### src/rtl/sx_pkg.sv
package sx_pkg;
  typedef enum logic [1:0] {
    SX_IDLE  = 2'd0,
    SX_START = 2'd1,
    SX_DATA  = 2'd2,
    SX_STOP  = 2'd3
  } sx_state_e;
endpackage

### src/rtl/sx_tick_gen.sv
module sx_tick_gen #(
  parameter int CLK_DIV = 10417
) (
  input  logic clk,
  input  logic rst_n,
  output logic tick_o
);
  localparam int CW = (CLK_DIV > 1) ? $clog2(CLK_DIV) : 1;
  localparam logic [CW-1:0] LIMIT = CW'(CLK_DIV - 1);

  logic [CW-1:0] cnt;

  assign tick_o = (cnt == LIMIT);

  always_ff @(posedge clk or negedge rst_n) begin
    if (!rst_n)      cnt <= '0;
    else if (tick_o) cnt <= '0;
    else             cnt <= cnt + 1'b1;
  end
endmodule

### src/rtl/sx_frame_rx.sv
module sx_frame_rx
  import sx_pkg::*;
#(
  parameter int OVS    = 16,
  parameter int DATA_W = 8
) (
  input  logic              clk,
  input  logic              rst_n,
  input  logic              tick_i,
  input  logic              rx_i,
  output logic              bit_stb_o,
  output logic              done_stb_o,
  output logic              err_stb_o,
  output logic [DATA_W-1:0] byte_o
);
  localparam int OW = $clog2(OVS);
  localparam int IW = (DATA_W > 1) ? $clog2(DATA_W) : 1;
  localparam logic [OW-1:0] MID  = OW'(OVS / 2 - 1);
  localparam logic [OW-1:0] LAST = OW'(OVS - 1);
  localparam logic [IW-1:0] TOP  = IW'(DATA_W - 1);

  logic              rx_m, rx_s;
  sx_state_e         st;
  logic [OW-1:0]     ov;
  logic [IW-1:0]     idx;
  logic [DATA_W-1:0] shreg;
  logic              at_last;

  always_ff @(posedge clk or negedge rst_n) begin
    if (!rst_n) begin
      rx_m <= 1'b1;
      rx_s <= 1'b1;
    end else begin
      rx_m <= rx_i;
      rx_s <= rx_m;
    end
  end

  assign at_last = tick_i && (ov == LAST);

  always_comb begin
    bit_stb_o  = (st == SX_DATA) && at_last;
    done_stb_o = (st == SX_STOP) && at_last && rx_s;
    err_stb_o  = (st == SX_STOP) && at_last && !rx_s;
  end

  assign byte_o = shreg;

  always_ff @(posedge clk or negedge rst_n) begin
    if (!rst_n) begin
      st    <= SX_IDLE;
      ov    <= '0;
      idx   <= '0;
      shreg <= '0;
    end else if (tick_i) begin
      unique case (st)
        SX_IDLE: begin
          if (!rx_s) begin
            st <= SX_START;
            ov <= '0;
          end
        end
        SX_START: begin
          if (ov == MID) begin
            ov  <= '0;
            idx <= '0;
            st  <= rx_s ? SX_IDLE : SX_DATA;
          end else begin
            ov <= ov + 1'b1;
          end
        end
        SX_DATA: begin
          if (ov == LAST) begin
            ov    <= '0;
            shreg <= {rx_s, shreg[DATA_W-1:1]};
            if (idx == TOP) st <= SX_STOP;
            else            idx <= idx + 1'b1;
          end else begin
            ov <= ov + 1'b1;
          end
        end
        SX_STOP: begin
          if (ov == LAST) begin
            ov <= '0;
            st <= SX_IDLE;
          end else begin
            ov <= ov + 1'b1;
          end
        end
        default: st <= SX_IDLE;
      endcase
    end
  end
endmodule

### src/rtl/sx_burst_gen.sv
module sx_burst_gen #(
  parameter int HIGH_TICKS = 8,
  parameter int DR_HOLD    = 64
) (
  input  logic clk,
  input  logic rst_n,
  input  logic tick_i,
  input  logic bit_stb_i,
  input  logic done_stb_i,
  output logic dclk_o,
  output logic dr_o
);
  localparam int HW = $clog2(HIGH_TICKS + 1);
  localparam int DW = $clog2(DR_HOLD + 1);
  localparam logic [HW-1:0] H_LAST = HW'(HIGH_TICKS - 1);
  localparam logic [DW-1:0] D_LAST = DW'(DR_HOLD - 1);

  logic [HW-1:0] hcnt;
  logic [DW-1:0] dcnt;

  always_ff @(posedge clk or negedge rst_n) begin
    if (!rst_n) begin
      dclk_o <= 1'b0;
      hcnt   <= '0;
    end else if (bit_stb_i) begin
      dclk_o <= 1'b1;
      hcnt   <= '0;
    end else if (dclk_o && tick_i) begin
      if (hcnt == H_LAST) dclk_o <= 1'b0;
      else                hcnt   <= hcnt + 1'b1;
    end
  end

  always_ff @(posedge clk or negedge rst_n) begin
    if (!rst_n) begin
      dr_o <= 1'b0;
      dcnt <= '0;
    end else if (done_stb_i) begin
      dr_o <= 1'b1;
      dcnt <= '0;
    end else if (dr_o) begin
      if (dcnt == D_LAST) dr_o <= 1'b0;
      else                dcnt <= dcnt + 1'b1;
    end
  end
endmodule

### src/rtl/sx_host_shift.sv
module sx_host_shift #(
  parameter int DATA_W = 8
) (
  input  logic              clk,
  input  logic              rst_n,
  input  logic              load_i,
  input  logic [DATA_W-1:0] byte_i,
  input  logic              dclk_i,
  output logic              bit_o,
  output logic              ready_o,
  output logic              rise_o
);
  localparam int CW = $clog2(DATA_W + 1);
  localparam logic [CW-1:0] C_LAST = CW'(DATA_W - 1);

  logic [2:0]        hs;
  logic [DATA_W-1:0] sreg;
  logic [CW-1:0]     cnt;

  always_ff @(posedge clk or negedge rst_n) begin
    if (!rst_n) hs <= '0;
    else        hs <= {hs[1:0], dclk_i};
  end

  assign rise_o = hs[1] & ~hs[2];
  assign bit_o  = sreg[0];

  always_ff @(posedge clk or negedge rst_n) begin
    if (!rst_n) begin
      sreg    <= '0;
      cnt     <= '0;
      ready_o <= 1'b0;
    end else if (load_i) begin
      sreg    <= byte_i;
      cnt     <= '0;
      ready_o <= 1'b1;
    end else if (rise_o && ready_o) begin
      sreg <= sreg >> 1;
      if (cnt == C_LAST) ready_o <= 1'b0;
      else               cnt     <= cnt + 1'b1;
    end
  end
endmodule

### src/rtl/serial_word_extractor.sv
module serial_word_extractor #(
  parameter int CLK_DIV    = 10417,
  parameter int OVS        = 16,
  parameter int DATA_W     = 8,
  parameter int HIGH_TICKS = 8,
  parameter int DR_HOLD    = 64
) (
  input  logic clk,
  input  logic rst_n,
  input  logic mode_i,
  input  logic rx_i,
  input  logic dclk_i,
  output logic data_o,
  output logic dclk_o,
  output logic dclk_oe_o,
  output logic dr_o,
  output logic frame_err_o
);
  logic              tick;
  logic              bit_stb, done_stb, err_stb;
  logic [DATA_W-1:0] rx_byte;
  logic              gen_dclk, gen_dr;
  logic              host_bit, host_rdy, host_rise;
  logic              err_q;

  sx_tick_gen #(.CLK_DIV(CLK_DIV)) u_tick (
    .clk(clk), .rst_n(rst_n), .tick_o(tick)
  );

  sx_frame_rx #(.OVS(OVS), .DATA_W(DATA_W)) u_frame (
    .clk(clk), .rst_n(rst_n), .tick_i(tick), .rx_i(rx_i),
    .bit_stb_o(bit_stb), .done_stb_o(done_stb), .err_stb_o(err_stb),
    .byte_o(rx_byte)
  );

  sx_burst_gen #(.HIGH_TICKS(HIGH_TICKS), .DR_HOLD(DR_HOLD)) u_burst (
    .clk(clk), .rst_n(rst_n), .tick_i(tick),
    .bit_stb_i(bit_stb & ~mode_i), .done_stb_i(done_stb & ~mode_i),
    .dclk_o(gen_dclk), .dr_o(gen_dr)
  );

  sx_host_shift #(.DATA_W(DATA_W)) u_host (
    .clk(clk), .rst_n(rst_n), .load_i(done_stb & mode_i), .byte_i(rx_byte),
    .dclk_i(dclk_i), .bit_o(host_bit), .ready_o(host_rdy), .rise_o(host_rise)
  );

  always_ff @(posedge clk or negedge rst_n) begin
    if (!rst_n) err_q <= 1'b0;
    else        err_q <= err_stb;
  end

  assign data_o      = mode_i ? host_bit : rx_i;
  assign dclk_o      = gen_dclk;
  assign dclk_oe_o   = ~mode_i;
  assign dr_o        = mode_i ? host_rdy : gen_dr;
  assign frame_err_o = err_q;
endmodule

### config.mk
export PLATFORM = sky130hd
export DESIGN_NAME = serial_word_extractor
export DESIGN_NICKNAME = d
export VERILOG_FILES = /design/src/rtl/sx_pkg.sv /design/src/rtl/sx_tick_gen.sv /design/src/rtl/sx_frame_rx.sv /design/src/rtl/sx_burst_gen.sv /design/src/rtl/sx_host_shift.sv /design/src/rtl/serial_word_extractor.sv
export SDC_FILE = /design/constraint.sdc
export NUM_CORES = 1
export LEC_CHECK = 0
export BUFFER_PORTS_ARGS = -buffer_cell sky130_fd_sc_hd__buf_2
export CAP_MARGIN = 20
export CORE_ASPECT_RATIO = 0.9
export CORE_UTILIZATION = 60
export CTS_BUF_LIST = sky130_fd_sc_hd__clkbuf_2
export DETAILED_ROUTE_END_ITERATION = 16
export PLACE_DENSITY = 0.82
export SETUP_SLACK_MARGIN = 0.05
export SYNTH_ARGS = -nofsm -noshare
export SYNTH_HDL_FRONTEND = slang
export SYNTH_SLANG_ARGS = --single-unit
### constraint.sdc
create_clock -name clk -period 2.1 [get_ports clk]
set_input_delay 0.105 -clock clk [delete_from_list [all_inputs] [get_ports clk]]
set_output_delay 0.105 -clock clk [all_outputs]
set_load 0.01 [all_outputs]
==> results.md, run 1 <==
- Top-area cell type share of the netlist area: 50.00%
- GPL Wtd Cong: 0.7853
- Final hold violation count: 0
- Overflow after GRT: 0
- Post-synthesis adder-cell area fraction: 3.279%
- Sequential cell area: 1580 um^2
- Sw power: 456.0 uW
- Outcome: complete, no violations
- Post-Syn Nets: 293
- Layout cells sized above 1: 18.45%
- Post-synth EDFFs: 0
- Setup TNS: 0 ns
- Simple-gate share of the synthesized area: 22.05%
- Relative slew slack: 65.55%
- Period utilization: 91.61%
- Clock sink total: 63
- Crit path time final: 1.924 ns
- # setup viols final: 0
- CTS tree: done
- Min Hold Slack: 0.1306 ns
- Residual DRC: 0
- Post-place setup slack: 0.09794 ns
- Largest family of logic cells by synthesized area: simple AND/OR/NAND/NOR gates
- DRT antenna net count: 0
- Tightest Pin Transition: 0.5113 ns
- # diodes: 0
- Max Fclk: 519.8 MHz
- # port buffers: 9
- Critical Setup Path Class: flip-flop to flip-flop
- Main flop type after synthesis: dfrtp_1
- Total GRT Usage: 23.42%
- Global-route wire length before repair: 9639 um
- Cell Area, Synth: 3053 um^2
- Synth area leaders: dfrtp_1, mux2_2, mux2i_1
- Clk pin slew, worst setup/hold paths: 0.17 ns
- Root Driver: clkbuf_2
- Die Y-Extent: 69.67 um
- Fillers: 369
- Synth Instances: 280
- Power share of the sequential group: 62.2%
- Asr flop ratio synth: 100.0%
- Vias in the first global route: 2146
- Slowest cell on crit path: or4_4
- Worst Setup Slack, final: 0.1762 ns
- Leakage: 1.609 nW
- I/O pin count: 10
- CP max FO: 12
- Post-Synth XOR/XNOR Area: 4.877%
- Initial Utilization: 62.76%
- Die area: 5378 um^2
- Clk network pwr share: 35.2%
- 1st-iter DRT viols: 94
- Design internal power: 1.513 mW
- Core Box Area: 4865 um^2
- Vias: 2146
- Avg WL per Cell: 14.59 um
- H-tree levels: 3
- R2R cell count: 5
- RSZ-0062 raised after global routing: false
- Yosys warns: 0
- Logic gate share of total power: 2.6%
- Pin count of the biggest net entering global routing: 63
- Final WL: 5457 um
- Max Cap Viol: 0
- Worst setup EP type: flip-flop
- Slowest stage delay, CP: 0.55 ns
- Multi-input logic area: 1383 um^2
- Seq/Total Area, Yosys: 51.72%
- Via-to-Cell Ratio: 5.738
- Initial antenna violation count: 0
- Unique masters post-synth: 46
- Setup crit start kind: flip-flop
- Pwr dens: 582.9 nW/um^2
- Die X: 77.19 um
- Syn-to-layout area delta: 10.66%
- Peak supply drop: 339.5 uV
- Hold Path Class: primary input to asynchronous set/reset pin
- Sw Share: 23.16%
- Pre-Repair DR Iteration Count: 4
- Crit-path cells: or4_4, nor4_4, and3_1, buf_12, o21ai_0
- CTS buffer count: 9
- Skew-Pair Late Insertion Delay: 0.50 ns
- WP data arrival: 2.32 ns
- DP HPWL: 3741 um
- Postcts setup bufs: 0
- Final nets: 317
- Critical Path RT: 2.49 ns
- Fraction of the mapped netlist area in compound gates: 7.213%
- Clock buffer depth: 2
- Fin. max-slew vios: 0
- Skew final: 0.02690 ns
- Syn_area_per_cell: 10.90 um^2
- Yosys reg bits: 63
- Leading area contributor after synthesis: dfrtp_1
- Row count: 24
- Mux share of post-synthesis cell area: 7.664%
==> through the flow <==
step / instances / total power, mW / cell area [um^2] / utilization, %
after floorplan: 280 / 1.254 / 3053 / -
after global placement: 353 / 1.291 / 3216 / 66.10
after detailed placement: 353 / 1.292 / 3216 / 66.10
after CTS: 374 / 1.993 / 3371 / 69.29
after global routing: 374 / 2.049 / 3378 / 69.44
final: 374 / 1.969 / 3378 / 69.44
==> cell usage after synthesis (all sizes together), types with 4 or more instances <==
master,instances
and2,5
xor2,12
nand3,13
xnor2,5
a21oi,9
buf,5
clkbuf,7
nand2,19
nor2,20
ha,8
inv,7
or3,4
mux2,11
nand3b,4
and3,6
o21ai,19
nor4,4
and4,4
nand4,16
mux2i,11
dfrtp,61
==> layer usage <==
layer / global-route usage [%] / routed length [um] / vias up
li1: - / - / 1058
met1: 29.48 / 2539 / 1065
met2: 36.77 / 2707 / 17
met3: 8.684 / 151 / 6
met4: 9.015 / 59 / 0
met5: 0 / 0 / -
==> worst max-delay path: cells and delay by family, from the launching register on <==
kind,cells,cell delay (ns)
and+or+nand+nor,3,1.12
DFF,1,0.48
buffers and inverters,1,0.14
AOI/OAI and AO/OA,1,0.09
==> state kept, by name (all words and copies together), names as in the netlist, 3 cells and up, named ones only <==
name	cells
u_burst.dcnt	7
u_burst.hcnt	4
u_frame.byte_o	8
u_frame.idx	3
u_frame.ov	4
u_host.cnt	4
u_host.hs	3
u_host.sreg	8
u_tick.cnt	14
==> area by class of cell <==
type	count	area share [%]
clock buffers	11	1.630
multi-input cells	198	40.93
inverters	7	0.7778
clock inverters	5	1.481
repair buffers	25	6.000
well taps	65	2.407
flip-flops and latches	63	46.78
==> power by group through the flow <==
stage               logic [mW]  clock network [mW]  registers (mW)
finish                  0.0510               0.694            1.22
floorplan              0.00880                   0            1.25
global placement        0.0446                   0            1.25
detailed placement      0.0456                   0            1.25
CTS                     0.0527               0.716            1.22
global route            0.0587               0.765            1.23
==> what timing repair did <==
item,in CTS,in global routing
hold endpoints to repair,73,0
gates resized for setup,0,3
hold buffers,5,0
setup endpoints to repair,0,16
==> cell families after synthesis <==
logic type               after synthesis
AO/OA/AOI/OAI                         38
buffers and inverters                 19
flip-flops                            63
multiplexers                          22
adder cells (fa/ha/maj)                8
AND/OR/NAND/NOR                      113
XOR/XNOR                              17
==> cell usage in the layout (no fill, tap or decap), types with 3 or more instances in the layout <==
cell,netlist,layout
inv_1,7,7
nor2_1,20,20
nand3_1,13,13
nand3b_1,4,4
dfrtp_1,61,60
ha_1,8,8
or3_1,4,3
buf_4,1,9
and4_1,4,4
and3_1,6,5
dlygate4sd3_1,0,5
mux2_2,11,11
mux2i_1,11,11
buf_2,0,9
o21ai_0,19,19
and3b_1,3,3
a21oi_1,9,9
nand4_1,15,15
xnor2_1,5,5
nor3_1,3,3
and2_1,4,4
nand2_1,19,19
clkbuf_2,0,11
xor2_1,12,12
==> final timing paths <==
path	startpoint	end	slack, ns
setup / recovery	u_tick.cnt[3]$_DFF_PN0_	u_host.sreg[2]$_DFFE_PN0P_	0.18
hold / removal	rst_n	u_host.cnt[0]$_DFFE_PN0P_	0.13
setup reg to reg	u_tick.cnt[3]$_DFF_PN0_	u_host.sreg[2]$_DFFE_PN0P_	0.18
hold reg to reg	u_frame.rx_m$_DFF_PN1_	u_frame.rx_s$_DFF_PN1_	0.37
max in group asynchronous	rst_n	u_host.cnt[1]$_DFFE_PN0P_	1.55
min in group clk	dclk_i	u_host.hs[0]$_DFF_PN0_	0.23
Note: power is estimated with default switching activity, not from simulation.
==> run 2: changes to the inputs <==
--- a/config.mk
+++ b/config.mk
@@ -11,6 +11,7 @@
 export CORE_UTILIZATION = 60
 export CTS_BUF_LIST = sky130_fd_sc_hd__clkbuf_2
 export DETAILED_ROUTE_END_ITERATION = 16
+export MAX_ROUTING_LAYER = met4
 export PLACE_DENSITY = 0.82
 export SETUP_SLACK_MARGIN = 0.05
 export SYNTH_ARGS = -nofsm -noshare
==> run 2 against run 1 <==
  * Maximum frequency down 0.21%
  * Routed wire length is 0.66% higher
  * Clock power is essentially flat
  * Sequential power is essentially flat
  * Non-clock buffer count stayed put
  * First-iteration DRC count shrank 3.2%
  * Critical path depth is the same
  * Clock-buffer cell count unchanged
  * Worst setup slack got worse by 0.0040 ns
  * Via count rose by 0.93%
==> results.md, run 2 (synthesis results as in run 1) <==
- Final core utilization: 69.44%
- DRT antenna net count: 0
- Peak supply drop: 339.4 uV
- Clk pin slew, worst setup/hold paths: 0.18 ns
- R2r startpoint: u_tick.cnt[3]$_DFF_PN0_
- Avg WL per Cell: 14.69 um
- I/O pin count: 10
- Tightest Pin Transition: 0.5097 ns
- Fin cells: 374
- DP HPWL: 3741 um
- Period utilization: 91.80%
- Crit-path cells: or4_4, nor4_4, and3_1, buf_12, o21ai_0
- Critical Setup Path Class: flip-flop to flip-flop
- Placed cell count: 353
- Min Hold Slack: 0.1256 ns
- Via-to-Cell Ratio: 5.791
- Syn-to-layout area delta: 10.66%
- Initial Utilization: 62.76%
- H-tree levels: 3
- Row count: 24
- Final WL: 5493 um
- RSZ-0062 raised after global routing: false
- Relative slew slack: 65.66%
- CTS buffer count: 9
- Reg2reg end: u_host.sreg[2]$_DFFE_PN0P_
- R2R cell count: 5
- Pin count of the biggest net entering global routing: 63
- Total GRT Usage: 24.08%
- Vias in the first global route: 2143
- Vias: 2166
- # port buffers: 9
- Initial antenna violation count: 0
- Pwr dens: 583.4 nW/um^2
- Die area: 5378 um^2
- R2r setup slk: 0.17 ns
- CTS tree: done
- Global-route wire length before repair: 9625 um
- Commonest cells after routing, fill and taps aside: dfrtp_1, nor2_1, nand2_1, o21ai_0, nand4_1
- Largest register by flop count: u_tick.cnt
- 1st-iter DRT viols: 91
- Skew final: 0.02908 ns
- Max Cap Viol: 0
- Most common cell after layout, fill and taps aside: dfrtp_1
- Leakage: 1.609 nW
- Residual DRC: 0
- Postcts setup bufs: 0
- Post-route cell area: 3378 um^2
- Max reg flops: 14
- Clock sink total: 63
- Worst Setup Slack, final: 0.1722 ns
- Layout cells sized above 1: 18.45%
- Core Box Area: 4865 um^2
- Setup crit start kind: flip-flop
- Final nets: 317
- CP max FO: 12
- Fin. max-slew vios: 0
- Overflow after GRT: 0
- Final hold violation count: 0
- Setup TNS: 0 ns
- Worst setup EP type: flip-flop
- Post-place setup slack: 0.09794 ns
- DP Area: 3216 um^2
- Slowest cell on crit path: or4_4
- Pre-Repair DR Iteration Count: 4
- Max Fclk: 518.7 MHz
- Outcome: complete, no violations
- # setup viols final: 0
- Crit path time final: 1.928 ns
- Root Driver: clkbuf_2
- Clock buffer depth: 2
- Slowest stage delay, CP: 0.55 ns
- GPL Wtd Cong: 0.7962
- Critical Path RT: 2.49 ns
- # diodes: 0
- WP data arrival: 2.32 ns
- Hold Path Class: primary input to asynchronous set/reset pin
- Die X: 77.19 um
- Skew-Pair Late Insertion Delay: 0.50 ns
- Die Y-Extent: 69.67 um
- Tot Pwr: 1.971 mW
-- run 2: metal layers --
| layer | global-route usage (%) | vias up | part of all wire, % |
|---|---|---|---|
| met3 | 8.684 | 7 | 3.4 |
| met2 | 36.58 | 26 | 49 |
| met4 | 9.015 | 0 | 1.1 |
| met5 | - | - | 0 |
| met1 | 29.57 | 1068 | 46 |
| li1 | - | 1065 | - |
-- run 2: critical path, delay by kind of cell (launching register included) --
kind                   cells  cell delay, ns
AO/OA/AOI/OAI              1            0.09
buffers and inverters      1            0.14
flip-flops                 1            0.48
AND/OR/NAND/NOR            3            1.12
-- run 2: final cells by class --
class | instances | area [um^2]
clock buffer | 11 | 55.05
clock inverter | 5 | 50.05
fill | 369 | 1486
inverter | 7 | 26.28
multi-input combinational | 198 | 1383
sequential | 63 | 1580
tap | 65 | 81.33
timing repair buffer | 25 | 202.7
-- run 2: report_power, final --
part | internal (mW) | leakage, nW | switching, mW | total (mW)
sequential | 1.22 | 0.747 | 0.00381 | 1.22
combinational | 0.0176 | 0.796 | 0.0336 | 0.0512
clock | 0.275 | 0.0670 | 0.420 | 0.696
total | 1.51 | 1.61 | 0.458 | 1.97
-- run 2: how the worst max path moves through the flow --
| stage | startpoint | to | slack (ns) |
|---|---|---|---|
| 3_5_place_dp | u_tick.cnt[3]$_DFF_PN0_ | u_burst.dcnt[4]$_DFFE_PN0P_ | 0.1 |
| 4_1_cts | u_tick.cnt[0]$_DFF_PN0_ | u_frame.byte_o[7]$_DFFE_PN0P_ | 0.09 |
| 2_1_floorplan | u_tick.cnt[2]$_DFF_PN0_ | u_burst.dcnt[2]$_DFFE_PN0P_ | 0.23 |
| 3_3_place_gp | u_tick.cnt[3]$_DFF_PN0_ | u_burst.dcnt[3]$_DFFE_PN0P_ | 0.15 |
| 5_1_grt | u_tick.cnt[3]$_DFF_PN0_ | u_host.sreg[2]$_DFFE_PN0P_ | 0.05 |
| 6_report | u_tick.cnt[3]$_DFF_PN0_ | u_host.sreg[2]$_DFFE_PN0P_ | 0.17 |
-- run 2: what timing repair did --
action,CTS,global route
gates resized for setup,0,3
endpoints found under the setup margin,0,16
endpoints found under the hold margin,73,0
hold buffers,5,0
==> run 3: changes to the inputs <==
--- a/config.mk
+++ b/config.mk
@@ -5,14 +5,17 @@
 export SDC_FILE = /design/constraint.sdc
 export NUM_CORES = 1
 export LEC_CHECK = 0
+export ABC_AREA = 1
 export BUFFER_PORTS_ARGS = -buffer_cell sky130_fd_sc_hd__buf_2
 export CAP_MARGIN = 20
+export CELL_PAD_IN_SITES_DETAIL_PLACEMENT = 1
+export CELL_PAD_IN_SITES_GLOBAL_PLACEMENT = 2
 export CORE_ASPECT_RATIO = 0.9
-export CORE_UTILIZATION = 60
+export CORE_UTILIZATION = 39
 export CTS_BUF_LIST = sky130_fd_sc_hd__clkbuf_2
 export DETAILED_ROUTE_END_ITERATION = 16
 export MAX_ROUTING_LAYER = met4
-export PLACE_DENSITY = 0.82
+export PLACE_DENSITY = 0.87
 export SETUP_SLACK_MARGIN = 0.05
 export SYNTH_ARGS = -nofsm -noshare
 export SYNTH_HDL_FRONTEND = slang
==> run 3 against run 2 <==
  * Clock-buffer cell count shrank 2
  * Die area is 56% higher
  * Clock skew down 0.0099 ns
  * Worst setup slack improved by 0.083 ns
  * Synthesized cell count grew 39%
  * Cell area up 5.2%
  * Power is 55% higher
  * Sequential share of layout area decreased by 2.3 points
  * Combinational power rose to 9.2 times the previous value
==> results.md, run 3 <==
- Sw Share: 28.53%
- Die X: 96.48 um
- Final hold violation count: 0
- Most frequent cell on the critical path: nand2_1
- Skew final: 0.01915 ns
- Cell Area, Synth: 3133 um^2
- Root Driver: clkbuf_2
- Final nets: 426
- Relative slew slack: 75.89%
- Asr flop ratio synth: 100.0%
- Layout cells sized above 1: 10.53%
- Syn_area_per_cell: 8.054 um^2
- Slowest cell on crit path: dfrtp_1
- DP HPWL: 4946 um
- Most common cell after layout, fill and taps aside: nand2_1
- Clock buffer depth: 2
- Critical Path RT: 2.48 ns
- Logic gate share of total power: 15.4%
- Highest routed layer: met4
- Crit path from: u_frame.ov[1]$_DFFE_PN0P_
- Largest register by flop count: u_tick.cnt
- Core Box Area: 7657 um^2
- Final WL: 7126 um
- # port buffers: 9
- # setup viols final: 0
- Clk network pwr share: 35.6%
- Clk pin slew, worst setup/hold paths: 0.18 ns
- Final core utilization: 46.41%
- Tightest Pin Transition: 0.3616 ns
- Peak supply drop: 478.7 uV
- Main flop type after synthesis: dfrtp_1
- # diodes: 0
- Via-to-Cell Ratio: 4.949
- Fin. max-slew vios: 0
- DRT antenna net count: 0
- Crit path time final: 1.845 ns
- CP top delay family: simple AND/OR/NAND/NOR gates
- Seq/Total Area, Yosys: 50.40%
- Outcome: complete, no violations
- Period utilization: 87.84%
- R2r startpoint: u_frame.ov[1]$_DFFE_PN0P_
- Die area: 8396 um^2
- Setup TNS: 0 ns
- Critical Setup Path Class: flip-flop to flip-flop
- Commonest cells after routing, fill and taps aside: nand2_1, dfrtp_1, inv_1
- H-tree levels: 3
- Top-area cell type share of the netlist area: 48.72%
- CTS buffer count: 9
- CP max FO: 3
- Global-route wire length before repair: 11990 um
- Row count: 30
- Residual DRC: 0
- Max reg flops: 14
- Die Y-Extent: 87.03 um
- Sw power: 871.6 uW
- Skew-Pair Late Insertion Delay: 0.50 ns
- Postcts setup bufs: 0
- R2r setup slk: 0.26 ns
- Hold Path Class: primary input to asynchronous set/reset pin
- Commonest cells post-synth: nand2_1, dfrtp_1, inv_1
- Post-Synth XOR/XNOR Area: 2.516%
- Most frequent cell after synthesis: nand2_1
- Clock sink total: 63
- 1st-iter DRT viols: 49
- Post-Syn Nets: 402
- Buf+Inv Stages, Crit Path: 1
- Design internal power: 2.183 mW
- Power share of the sequential group: 49.0%
- Initial antenna violation count: 0
- Leading area contributor after synthesis: dfrtp_1
- Vias: 2544
- Setup crit start kind: flip-flop
- Max Cap Viol: 0
- Total GRT Usage: 19.50%
- Vias in the first global route: 2491
- Leakage: 1.797 nW
- Fraction of the mapped netlist area in compound gates: 6.869%
- Largest family of logic cells by synthesized area: simple AND/OR/NAND/NOR gates
- RSZ-0062 raised after global routing: true
- Metal-1 WL: 3647 um
- Initial Utilization: 40.92%
- Max Fclk: 542.1 MHz
- Worst setup EP type: flip-flop
- Pin count of the biggest net entering global routing: 64
- WP data arrival: 2.22 ns
- Pwr dens: 859.6 nW/um^2
- DR WL met2: 3225 um
- Post-synthesis adder-cell area fraction: 3.195%
- Overflow after GRT: 0
- Mux share of post-synthesis cell area: 0%
- Synth area leaders: dfrtp_1, nand2_1, inv_1
- CTS tree: done
- WL met3: 182 um
- I/O pin count: 10
- Crit-path cells: ha_1, nand2_1, nor2_1, inv_1, nand2_1, nand2_1, nor2_1, nand2_1, o21ai_0, o21ai_0
- Unique masters post-synth: 28
- GPL Wtd Cong: 0.8795
- Simple-gate share of the synthesized area: 29.43%
- Pre-Repair DR Iteration Count: 4
- Avg WL per Cell: 13.86 um
- Synth Instances: 389
- Yosys reg bits: 63
- Yosys warns: 0
- Syn-to-layout area delta: 13.42%
- Slowest stage delay, CP: 0.42 ns
- Post-synth EDFFs: 0
run 3: through the flow:
step / worst slack, ns / cell area (um^2) / power [mW] / std cells / hold WS (ns)
3_3_place_gp: 0.2706 / 3313 / 1.965 / 493 / 0.1495
6_report: 0.2554 / 3553 / 3.055 / 514 / 0.1137
2_1_floorplan: 0.4692 / 3133 / 1.827 / 389 / -0.1906
3_5_place_dp: 0.2107 / 3313 / 1.992 / 493 / 0.1520
4_1_cts: 0.1506 / 3533 / 3.095 / 513 / 0.09384
5_1_grt: 0.03656 / 3553 / 3.243 / 514 / 0.1073
run 3: cell families (layout without fill, tap and decap cells):
family / count (synthesis) / after routing
buffers and inverters: 61 / 89
adder cells (fa/ha/maj): 8 / 8
AND/OR/NAND/NOR: 208 / 209
AO/OA/AOI/OAI: 40 / 40
flip-flops: 63 / 63
XOR/XNOR: 9 / 9
run 3: power by group through the flow:
stage	Sequential (mW)	Clock (mW)	Combinational, mW
after detailed placement	1.52	0	0.475
after CTS	1.50	1.12	0.482
after floorplan	1.48	0	0.343
after global placement	1.51	0	0.454
after global routing	1.52	1.16	0.558
final	1.50	1.09	0.469
run 3: repair_timing:
item | in CTS | in global routing
hold buffers | 4 | 0
endpoints found under the setup margin | 0 | 6
endpoints found under the hold margin | 67 | 0
gates resized for setup | 0 | 3
run 3: layer usage:
layer,GRT usage (%),vias up
met5,-,-
li1,-,1293
met3,6.021,6
met2,28.62,23
met1,26.44,1222
met4,4.412,0
run 3: cell type report:
cell class	instances	area, um^2
well taps	96	120.1
inverters	56	210.2
clock inverters	7	135.1
flip-flops and latches	63	1579
fillers	969	4104
repair buffers	17	127.6
multi-input cells	266	1336
clock buffers	9	45.04
run 3: worst paths after layout:
kind	to	depth (start not counted)
worst min register to register	u_frame.rx_s$_DFF_PN1_	0
worst min-delay path	u_tick.cnt[5]$_DFF_PN0_	3
max in group asynchronous	u_frame.rx_m$_DFF_PN1_	3
worst max register to register	flip-flop	10
min in group clk	u_host.hs[0]$_DFF_PN0_	2
worst max-delay path	flip-flop	10
run 3: worst register-to-register path, cell delays in order, from the launching register on:
cell and delay, ns:
dfrtp_1 0.42, ha_1 0.22, nand2_1 0.09, nor2_1 0.23, inv_1 0.13, nand2_1 0.08, nand2_1 0.08, nor2_1 0.13
nand2_1 0.09, o21ai_0 0.16, o21ai_0 0.10
